## src/rtl/lfm_pkg.sv

```systemverilog
// Shared types for the line fill bus master.
// Assumes: a single clock domain; the enum is only used inside the block.
package lfm_pkg;

    // Sequencer states: idle, strobed beat, strobe-low gap, post-single recovery
    typedef enum logic [1:0] {
        ST_IDLE    = 2'd0,
        ST_BEAT    = 2'd1,
        ST_GAP     = 2'd2,
        ST_RECOVER = 2'd3
    } lfm_state_t;

endpackage

```

## src/rtl/lfm_seq.sv

```systemverilog
// Transfer sequencer: owns the bus cycle and strobe pacing.
// FAST_MODE=0 inserts a strobe-low clock after each non-final acknowledge and
// one cyc-low recovery clock after a single-word read; FAST_MODE=1 streams.
// Assumes the slave only acknowledges while the strobe is high.
module lfm_seq
    import lfm_pkg::*;
#(
    parameter bit FAST_MODE = 1'b0
) (
    input  logic clk,
    input  logic rst_n,
    input  logic req_fire,
    input  logic cur_line,
    input  logic last_beat,
    input  logic bus_ack,
    output logic bus_cyc,
    output logic bus_stb,
    output logic req_ready,
    output logic beat_ack,
    output logic final_ack
);

    lfm_state_t state;
    lfm_state_t state_nxt;

    // Decode bus controls and acknowledge events from the current state
    always_comb begin
        bus_stb   = (state == ST_BEAT);
        bus_cyc   = (state == ST_BEAT) || (state == ST_GAP);
        req_ready = (state == ST_IDLE);
        beat_ack  = bus_stb && bus_ack;
        final_ack = beat_ack && last_beat;
    end

    // Choose the next state from the pacing mode and the beat position
    always_comb begin
        state_nxt = state;
        case (state)
            ST_IDLE: begin
                if (req_fire) state_nxt = ST_BEAT;
            end
            ST_BEAT: begin
                if (bus_ack) begin
                    if (last_beat)
                        state_nxt = (FAST_MODE || cur_line) ? ST_IDLE : ST_RECOVER;
                    else
                        state_nxt = FAST_MODE ? ST_BEAT : ST_GAP;
                end
            end
            ST_GAP:     state_nxt = ST_BEAT;
            ST_RECOVER: state_nxt = ST_IDLE;
            default:    state_nxt = ST_IDLE;
        endcase
    end

    // State register with synchronous active-low reset
    always_ff @(posedge clk) begin
        if (!rst_n) state <= ST_IDLE;
        else        state <= state_nxt;
    end

    AST_ACCEPT_STARTS: assert property (@(posedge clk) disable iff (!rst_n)
        req_fire |=> (bus_stb && !req_ready));
    AST_WAIT_HOLDS_STB: assert property (@(posedge clk) disable iff (!rst_n)
        (bus_stb && !bus_ack) |=> bus_stb);
    AST_CYC_DROPS: assert property (@(posedge clk) disable iff (!rst_n)
        final_ack |=> !bus_cyc);

    generate
        if (FAST_MODE) begin : g_fast_chk
            AST_FAST_STREAM: assert property (@(posedge clk) disable iff (!rst_n)
                (beat_ack && !last_beat) |=> bus_stb);
        end else begin : g_reg_chk
            AST_REG_GAP: assert property (@(posedge clk) disable iff (!rst_n)
                beat_ack |=> !bus_stb);
            AST_REG_RECOVER: assert property (@(posedge clk) disable iff (!rst_n)
                (final_ack && !cur_line) |=> (!bus_cyc && !req_ready));
        end
    endgenerate

endmodule

```

## src/rtl/lfm_addr.sv

```systemverilog
// Beat address generator: latches the request, walks the word index of a line
// from zero upward, and flags the final beat. A single read keeps the index
// of the requested word. Assumes LINE_WORDS is a power of two.
module lfm_addr #(
    parameter int ADDR_W     = 32,
    parameter int DATA_W     = 32,
    parameter int LINE_WORDS = 4
) (
    input  logic                                 clk,
    input  logic                                 rst_n,
    input  logic                                 req_fire,
    input  logic                                 req_line,
    input  logic [ADDR_W-$clog2(DATA_W/8)-1:0]   req_waddr,
    input  logic                                 beat_ack,
    input  logic                                 bus_stb,
    input  logic                                 bus_ack,
    output logic [ADDR_W-1:0]                    bus_adr,
    output logic [$clog2(LINE_WORDS)-1:0]        cur_idx,
    output logic                                 cur_line,
    output logic                                 last_beat
);

    localparam int BYTE_OFF = $clog2(DATA_W/8);
    localparam int IDX_W    = $clog2(LINE_WORDS);
    localparam int WA_W     = ADDR_W - BYTE_OFF;
    localparam int HI_W     = WA_W - IDX_W;

    logic [HI_W-1:0]  line_hi;
    logic [IDX_W-1:0] widx;

    // Latch the line base and start index; step the index on each non-final ack
    always_ff @(posedge clk) begin
        if (!rst_n) begin
            line_hi  <= '0;
            widx     <= '0;
            cur_line <= 1'b0;
        end else if (req_fire) begin
            line_hi  <= req_waddr[WA_W-1:IDX_W];
            widx     <= req_line ? '0 : req_waddr[IDX_W-1:0];
            cur_line <= req_line;
        end else if (beat_ack && !last_beat) begin
            widx <= widx + 1'b1;
        end
    end

    // Form the byte address and the final-beat flag
    always_comb begin
        bus_adr   = {line_hi, widx, {BYTE_OFF{1'b0}}};
        cur_idx   = widx;
        last_beat = !cur_line || (widx == {IDX_W{1'b1}});
    end

    AST_ADR_STEP: assert property (@(posedge clk) disable iff (!rst_n)
        (beat_ack && !last_beat) |=>
            (bus_adr[BYTE_OFF +: IDX_W] == $past(bus_adr[BYTE_OFF +: IDX_W]) + 1'b1)
            && (bus_adr[ADDR_W-1:BYTE_OFF+IDX_W] == $past(bus_adr[ADDR_W-1:BYTE_OFF+IDX_W])));
    AST_ADR_HOLD: assert property (@(posedge clk) disable iff (!rst_n)
        (bus_stb && !bus_ack) |=> $stable(bus_adr));

endmodule

```

## src/rtl/lfm_capture.sv

```systemverilog
// Response stage: registers each acknowledged word with its line index and
// raises done together with the last word. Assumes acks arrive only on
// strobed clocks (beat_ack already qualifies them).
module lfm_capture #(
    parameter int DATA_W     = 32,
    parameter int LINE_WORDS = 4
) (
    input  logic                          clk,
    input  logic                          rst_n,
    input  logic                          beat_ack,
    input  logic                          final_ack,
    input  logic [DATA_W-1:0]             bus_rdata,
    input  logic [$clog2(LINE_WORDS)-1:0] cur_idx,
    output logic                          rsp_valid,
    output logic [DATA_W-1:0]             rsp_data,
    output logic [$clog2(LINE_WORDS)-1:0] rsp_idx,
    output logic                          done
);

    // Capture data on an acknowledge; valid and done last one clock
    always_ff @(posedge clk) begin
        if (!rst_n) begin
            rsp_valid <= 1'b0;
            rsp_data  <= '0;
            rsp_idx   <= '0;
            done      <= 1'b0;
        end else begin
            rsp_valid <= beat_ack;
            done      <= final_ack;
            if (beat_ack) begin
                rsp_data <= bus_rdata;
                rsp_idx  <= cur_idx;
            end
        end
    end

    AST_DONE_PULSE: assert property (@(posedge clk) disable iff (!rst_n)
        done |=> !done);
    AST_DONE_WITH_WORD: assert property (@(posedge clk) disable iff (!rst_n)
        done |-> rsp_valid);
    AST_RSP_AFTER_ACK: assert property (@(posedge clk) disable iff (!rst_n)
        beat_ack |=> (rsp_valid && (rsp_data == $past(bus_rdata))));
    AST_NO_STRAY_RSP: assert property (@(posedge clk) disable iff (!rst_n)
        !beat_ack |=> !rsp_valid);

endmodule

```

## src/rtl/line_fill_master.sv

```systemverilog
// Line fill bus master: takes line or single-word read requests from a cache
// controller and runs them as read cycles on a single-master bus.
// FAST_MODE selects back-to-back streaming for a zero-wait on-chip SRAM;
// otherwise each beat is followed by a strobe-low clock.
// Assumes word-granular requests (no byte offset is carried).
module line_fill_master #(
    parameter int ADDR_W     = 32,
    parameter int DATA_W     = 32,
    parameter int LINE_WORDS = 4,
    parameter bit FAST_MODE  = 1'b0
) (
    input  logic                                clk,
    input  logic                                rst_n,
    input  logic                                req_valid,
    output logic                                req_ready,
    input  logic [ADDR_W-$clog2(DATA_W/8)-1:0]  req_waddr,
    input  logic                                req_line,
    output logic                                rsp_valid,
    output logic [DATA_W-1:0]                   rsp_data,
    output logic [$clog2(LINE_WORDS)-1:0]       rsp_idx,
    output logic                                done,
    output logic                                bus_cyc,
    output logic                                bus_stb,
    output logic [ADDR_W-1:0]                   bus_adr,
    input  logic [DATA_W-1:0]                   bus_rdata,
    input  logic                                bus_ack
);

    localparam int IDX_W = $clog2(LINE_WORDS);

    logic             req_fire;
    logic             cur_line;
    logic             last_beat;
    logic             beat_ack;
    logic             final_ack;
    logic [IDX_W-1:0] cur_idx;

    // Handshake: a request is taken only while idle
    always_comb req_fire = req_valid && req_ready;

    lfm_seq #(
        .FAST_MODE (FAST_MODE)
    ) u_seq (
        .clk       (clk),
        .rst_n     (rst_n),
        .req_fire  (req_fire),
        .cur_line  (cur_line),
        .last_beat (last_beat),
        .bus_ack   (bus_ack),
        .bus_cyc   (bus_cyc),
        .bus_stb   (bus_stb),
        .req_ready (req_ready),
        .beat_ack  (beat_ack),
        .final_ack (final_ack)
    );

    lfm_addr #(
        .ADDR_W     (ADDR_W),
        .DATA_W     (DATA_W),
        .LINE_WORDS (LINE_WORDS)
    ) u_addr (
        .clk       (clk),
        .rst_n     (rst_n),
        .req_fire  (req_fire),
        .req_line  (req_line),
        .req_waddr (req_waddr),
        .beat_ack  (beat_ack),
        .bus_stb   (bus_stb),
        .bus_ack   (bus_ack),
        .bus_adr   (bus_adr),
        .cur_idx   (cur_idx),
        .cur_line  (cur_line),
        .last_beat (last_beat)
    );

    lfm_capture #(
        .DATA_W     (DATA_W),
        .LINE_WORDS (LINE_WORDS)
    ) u_cap (
        .clk       (clk),
        .rst_n     (rst_n),
        .beat_ack  (beat_ack),
        .final_ack (final_ack),
        .bus_rdata (bus_rdata),
        .cur_idx   (cur_idx),
        .rsp_valid (rsp_valid),
        .rsp_data  (rsp_data),
        .rsp_idx   (rsp_idx),
        .done      (done)
    );

endmodule

```

## config.mk

```make
export PLATFORM = sky130hd
export DESIGN_NAME = line_fill_master
export DESIGN_NICKNAME = d
export VERILOG_FILES = /design/src/rtl/lfm_pkg.sv /design/src/rtl/lfm_seq.sv /design/src/rtl/lfm_addr.sv /design/src/rtl/lfm_capture.sv /design/src/rtl/line_fill_master.sv
export SDC_FILE = /design/constraint.sdc
export NUM_CORES = 1
export LEC_CHECK = 0
export BUFFER_PORTS_ARGS = -buffer_cell sky130_fd_sc_hd__buf_4
export CAP_MARGIN = 20
export CORE_MARGIN = 2
export CORE_UTILIZATION = 41
export CTS_CLUSTER_SIZE = 8
export DETAILED_ROUTE_END_ITERATION = 8
export HOLD_SLACK_MARGIN = 0.08
export MAX_ROUTING_LAYER = met4
export PLACE_DENSITY_LB_ADDON = 0.05
export SYNTH_ARGS = -nofsm -noshare
export SYNTH_HDL_FRONTEND = slang
export SYNTH_HIERARCHICAL = 1
export SYNTH_SLANG_ARGS = --single-unit
```

## constraint.sdc

```tcl
create_clock -name clk -period 1.36 [get_ports clk]
set_input_delay 0.408 -clock clk [delete_from_list [all_inputs] [get_ports clk]]
set_output_delay 0.408 -clock clk [all_outputs]
set_load 0.01 [all_outputs]
```

== Yosys cells after proc, flatten, opt, wreduce, memory -nomap -nowiden ==
Index checks and enable logic that the tools add are counted.
Storage, ports and cells
  output and inout port bits: 71
  register bits after elaboration: 69
Operators by class
  $add $sub $neg: 1
  reductions and logical operators: 11
  muxes and demuxes: 8
  equal/unequal tests: 6
Operator list (number)
  $mux W2: 7
  $pmux W2 S4: 1
  $eq A2 B2 Y1 const B: 3
  $logic_and A1 B1 Y1: 4
  $ne A2 B1 Y1 const B: 2
  $add A2 B1 Y2 const B: 1
  $eq A2 B1 Y1 const B: 1
  $logic_not A1 Y1: 2
  $logic_not A2 Y1: 1
  $logic_or A1 B1 Y1: 2
  $reduce_and A2 Y1: 1
  $reduce_bool A2 Y1: 1

== Logic depth before layout (Yosys ltp) ==
  depth in word-level cells: 6
  mapped depth: 7
  depth with buffers taken out: 6

== By module ==
The synthesis kept the hierarchy.
Modules (own cells, without submodules)
  lfm_capture: times used 1, area an instance 1368.8 sq um, cells each 113
  lfm_addr: times used 1, area an instance 1266.2 sq um, cells each 112
  lfm_seq: times used 1, area an instance 175.2 sq um, cells each 21
  line_fill_master: times used 1, area an instance 6.3 sq um, cells each 1

== Worst setup path before layout ==
No wires, ideal clock.
  path kind: register to register
  from: reg u_seq.state[1]
  to: reg u_addr.cur_line
  stages on the path, launching flop included: 8
  data required time: 1244 ps
  path slack: -116 ps
  setup time: 116 ps
  period minus slack after synthesis: 1476 ps
  buffers on the path: 2
  data arrival time: 1360 ps
  cells stage by stage: dfxtp_1 inv_1 ha_1 and2_1 buf_2 buf_4 mux2i_1 nor2b_1
Between the ends
  cells in the longest elaborated chain, start to end: 2
Ends and longest elaborated chain
  start: declaration: RTL line lfm_seq.sv:23  | lfm_state_t state;
  start signal: assignment: RTL line lfm_seq.sv:59  | else state <= state_nxt;
  $logic_not A2 Y1: RTL line lfm_seq.sv:30  | req_ready = (state == ST_IDLE);
  named net req_ready: RTL line line_fill_master.sv:15  | output logic req_ready,
  $logic_and A1 B1 Y1: RTL line line_fill_master.sv:39  | always_comb req_fire = req_valid && req_ready;
  named net req_fire: RTL line line_fill_master.sv:31  | logic req_fire;
  end signal: assignment: RTL line lfm_addr.sv:40  | cur_line <= req_line;
  end: declaration: RTL line lfm_addr.sv:19  | output logic cur_line,
The timed path passes the listed nets, and every way through them passes these cells.
A chain may end at the register's enable or synchronous reset.

== Worst setup path in the final report ==
  from: reg u_seq.state[1]
  to: out bus_stb
Between the ends
  cells in the longest elaborated chain, start to end: 1
Ends and longest elaborated chain
  $eq A2 B1 Y1: RTL line lfm_seq.sv:28  | bus_stb = (state == ST_BEAT);
  end: declaration: RTL line line_fill_master.sv:23  | output logic bus_stb,
Every way passes these cells.

==> run_results.csv <==
group,metric,value,unit
detailed_routing,drc,0,
placed_design,dp.final_hpwl,4.40,mm
worst_hold_path,hold_class,"primary input to register",
clock_tree,cts-root-buf,"clkbuf_8",
sta,fin_crit_sh,113,%
finish,final_cell_mix,"buf_4, dfxtp_1, nor2b_1",
sta,max_freq,0.652,GHz
grt,grt_overflow,0,
placed_design,place_area,3970,µm²
finish,final_common_cell,"buf_4",
synth,syn-cell-area,2820,µm²
synth,yosysWarnings,6,
outcome,outcome,"finished, violations left",
critical_path,r2r_cells,7,
clock_tree,cts_tree,"yes",
synth,syn_area_per_cell,11.4,µm²
synth,netlist_instances,247,
power_and_ir_drop,ir_worst_vdd,661,µV
clock_tree,numClockSinks,69,
finish,final_cell_area,4370,µm²
critical_path,critical_path.max_fanout,3,
critical_path,cp-end-kind,"primary output",
critical_path,rrSetupSlack,-0.17,ns
detailed_routing,first_pass_iters,2,
critical_path,crit_buf_inv,3,
finish,n_antenna_cell,0,
grt,grt_pass1_wl,9.50,mm
sta,slew_viol_final,0,
sta,rsz0062_at_grt,"true",
power_and_ir_drop,powerDensity,1590,nW/µm²
placed_design,dp.cells,460,
synth,synth.yosys.seq_area_share,49.0,%
critical_path,critPathKind,"register to primary output",
outcome,violations,"setup timing",
power_and_ir_drop,leakagePower,2.00,nW
critical_path,crit_required,0.95,ns
grt,grt_max_degree,33,
critical_path,cp-start-kind,"register",
synth,synth_seq_cells,69,
critical_path,arrival,1.13,ns
clock_tree,hold_buffers,0,
clock_tree,insertion_delay,0.33,ns
critical_path,slowest_delay,0.36,ns
die,io_pins,138,
clock_tree,cts_buffers,9,
placed_design,place.gp.congestion,0.722,
critical_path,cp_num_cells,4,
worst_hold_path,hold_depth,3,
grt,antenna_found_initial,0,
synth,ys.flop_type,"dfxtp_1",
die,die_w,86.9,µm
finish,drive_gt1_share,47.9,%
run,drv_cap,0,
finish,area_growth,55.0,%
detailed_routing,drt_iter0_drc,52,
detailed_routing,via_per_inst,4.51,
sta,fin_tns_setup,-1.73,ns
sta,hold_viol_final,0,
die,die_h,86.9,µm
finish,final_util,65.0,%
finish,nets,473,
placed_design,port_buffers,135,
detailed_routing,ant_nets,0,
synth,synth-edff-count,0,
die,row_count,30,
synth,yosysUniqueCellTypes,26,
grt,track_usage,16.5,%
clock_tree,htreeDepth,3,
die,start_util,41.9,%
sta,fin_ws,-0.173,ns
sta,min_period,1.53,ns
grt,grt_pass1_vias,2070,
clock_tree,clockBufferDepth,2,
detailed_routing,avgRoutedWirePerCell,13.3,µm
synth,async_flop_share,0,%
finish,layout.cells.non_filler,485,
die,core_area,6720,µm²
critical_path,crit_family,"flip-flops",
clock_tree,clkTransAtPathRegs,0.07,ns
detailed_routing,drt-total-wl,6.45,mm
sta,setup_violations,28,
critical_path,path_cells,"inv_4, buf_6, ha_4, buf_6",
power_and_ir_drop,finalPower,6.93,mW
sta,clock_skew,0.00840,ns
detailed_routing,vias,2185,
die,die_area,7550,µm²
critical_path,cp_common_cell,"buf_6",
sta,whs,0.329,ns
placed_design,pre_cts_ws,-0.0641,ns
critical_path,cp_slowest_cell,"dfxtp_2",
==> power by group <==
part	switching, mW	leakage (nW)	internal [mW]
Clock	0.738	0.0877	0.688
Sequential	0.190	0.565	2.37
Combinational	1.20	1.34	1.74
==> cell families after synthesis <==
logic type / synth area share (%)
other: 0.133
buffers and inverters: 6.04
AND/OR/NAND/NOR: 17.0
flip-flops: 49.0
adder cells (fa/ha/maj): 2.22
AO/OA/AOI/OAI: 2.31
multiplexers: 22.9
XOR/XNOR: 0.311
==> sequential cells by signal, indices dropped and copies added (netlist names) <==
name	flops
u_addr/line_hi	28
u_cap/rsp_data	32
u_seq/state	2
u_addr/cur_idx	2
u_cap/rsp_valid	1
u_cap/done	1
u_addr/cur_line	1
u_cap/rsp_idx	2
==> what timing repair did <==
| item | CTS | global route |
|---|---|---|
| pin swaps | 5 | 6 |
| buffers inserted | 5 | 5 |
| gates cloned | 0 | 2 |
| setup endpoints to repair | 19 | 52 |
| resized for setup | 12 | 18 |
==> worst reg2reg max path, delay by kind of cell, from the launching register on <==
kind                       cells  cell delay, ns
DFF                            1            0.36
muxes                          1            0.30
and+or+nand+nor                2            0.25
AOI/OAI and AO/OA              1            0.22
buffers and inverters          2            0.16
adders and majority gates      1            0.15
==> worst paths after layout <==
path | startpoint | end
setup / recovery | u_seq/state[1] | bus_stb
hold / removal | bus_rdata[26] | u_cap/rsp_data[26]
setup reg to reg | u_seq/state[1] | u_addr/cur_idx[1]
hold reg to reg | u_addr/line_hi[9] | u_addr/line_hi[9]
==> layout make-up <==
type / instances / area (µm²)
fill: 560 / 2350
sequential: 69 / 1390
multi-input combinational: 156 / 1350
timing repair buffer: 160 / 1340
clock buffer: 10 / 138
tap: 80 / 100
clock inverter: 5 / 27.5
inverter: 5 / 21.3
==> metal layers <==
metal	vias to the layer above	wire (µm)	global-route usage, %	part of all wire [%]
li1	1113	-	-	-
met1	974	2800	19.5	43
met2	88	3090	26.9	48
met3	10	454	3.79	7.0
met4	0	101	7.24	1.6
met5	-	0	-	0
==> Yosys cell counts, types with 2 or more instances <==
cell      instances  share of area [%]
nand2b_1          2               0.44
nor2b_1          63                 14
o211a_1           2               0.71
clkbuf_1          6               0.80
o21ai_0           2               0.36
a21oi_1           2               0.36
ha_1              5                2.2
and2_1            4               0.89
dfxtp_1          69                 49
inv_1             5               0.67
buf_4             7                1.9
buf_12            3                2.1
mux2i_1          63                 22
nand2_1           2               0.27
Note: power is estimated with default switching activity, not from simulation.
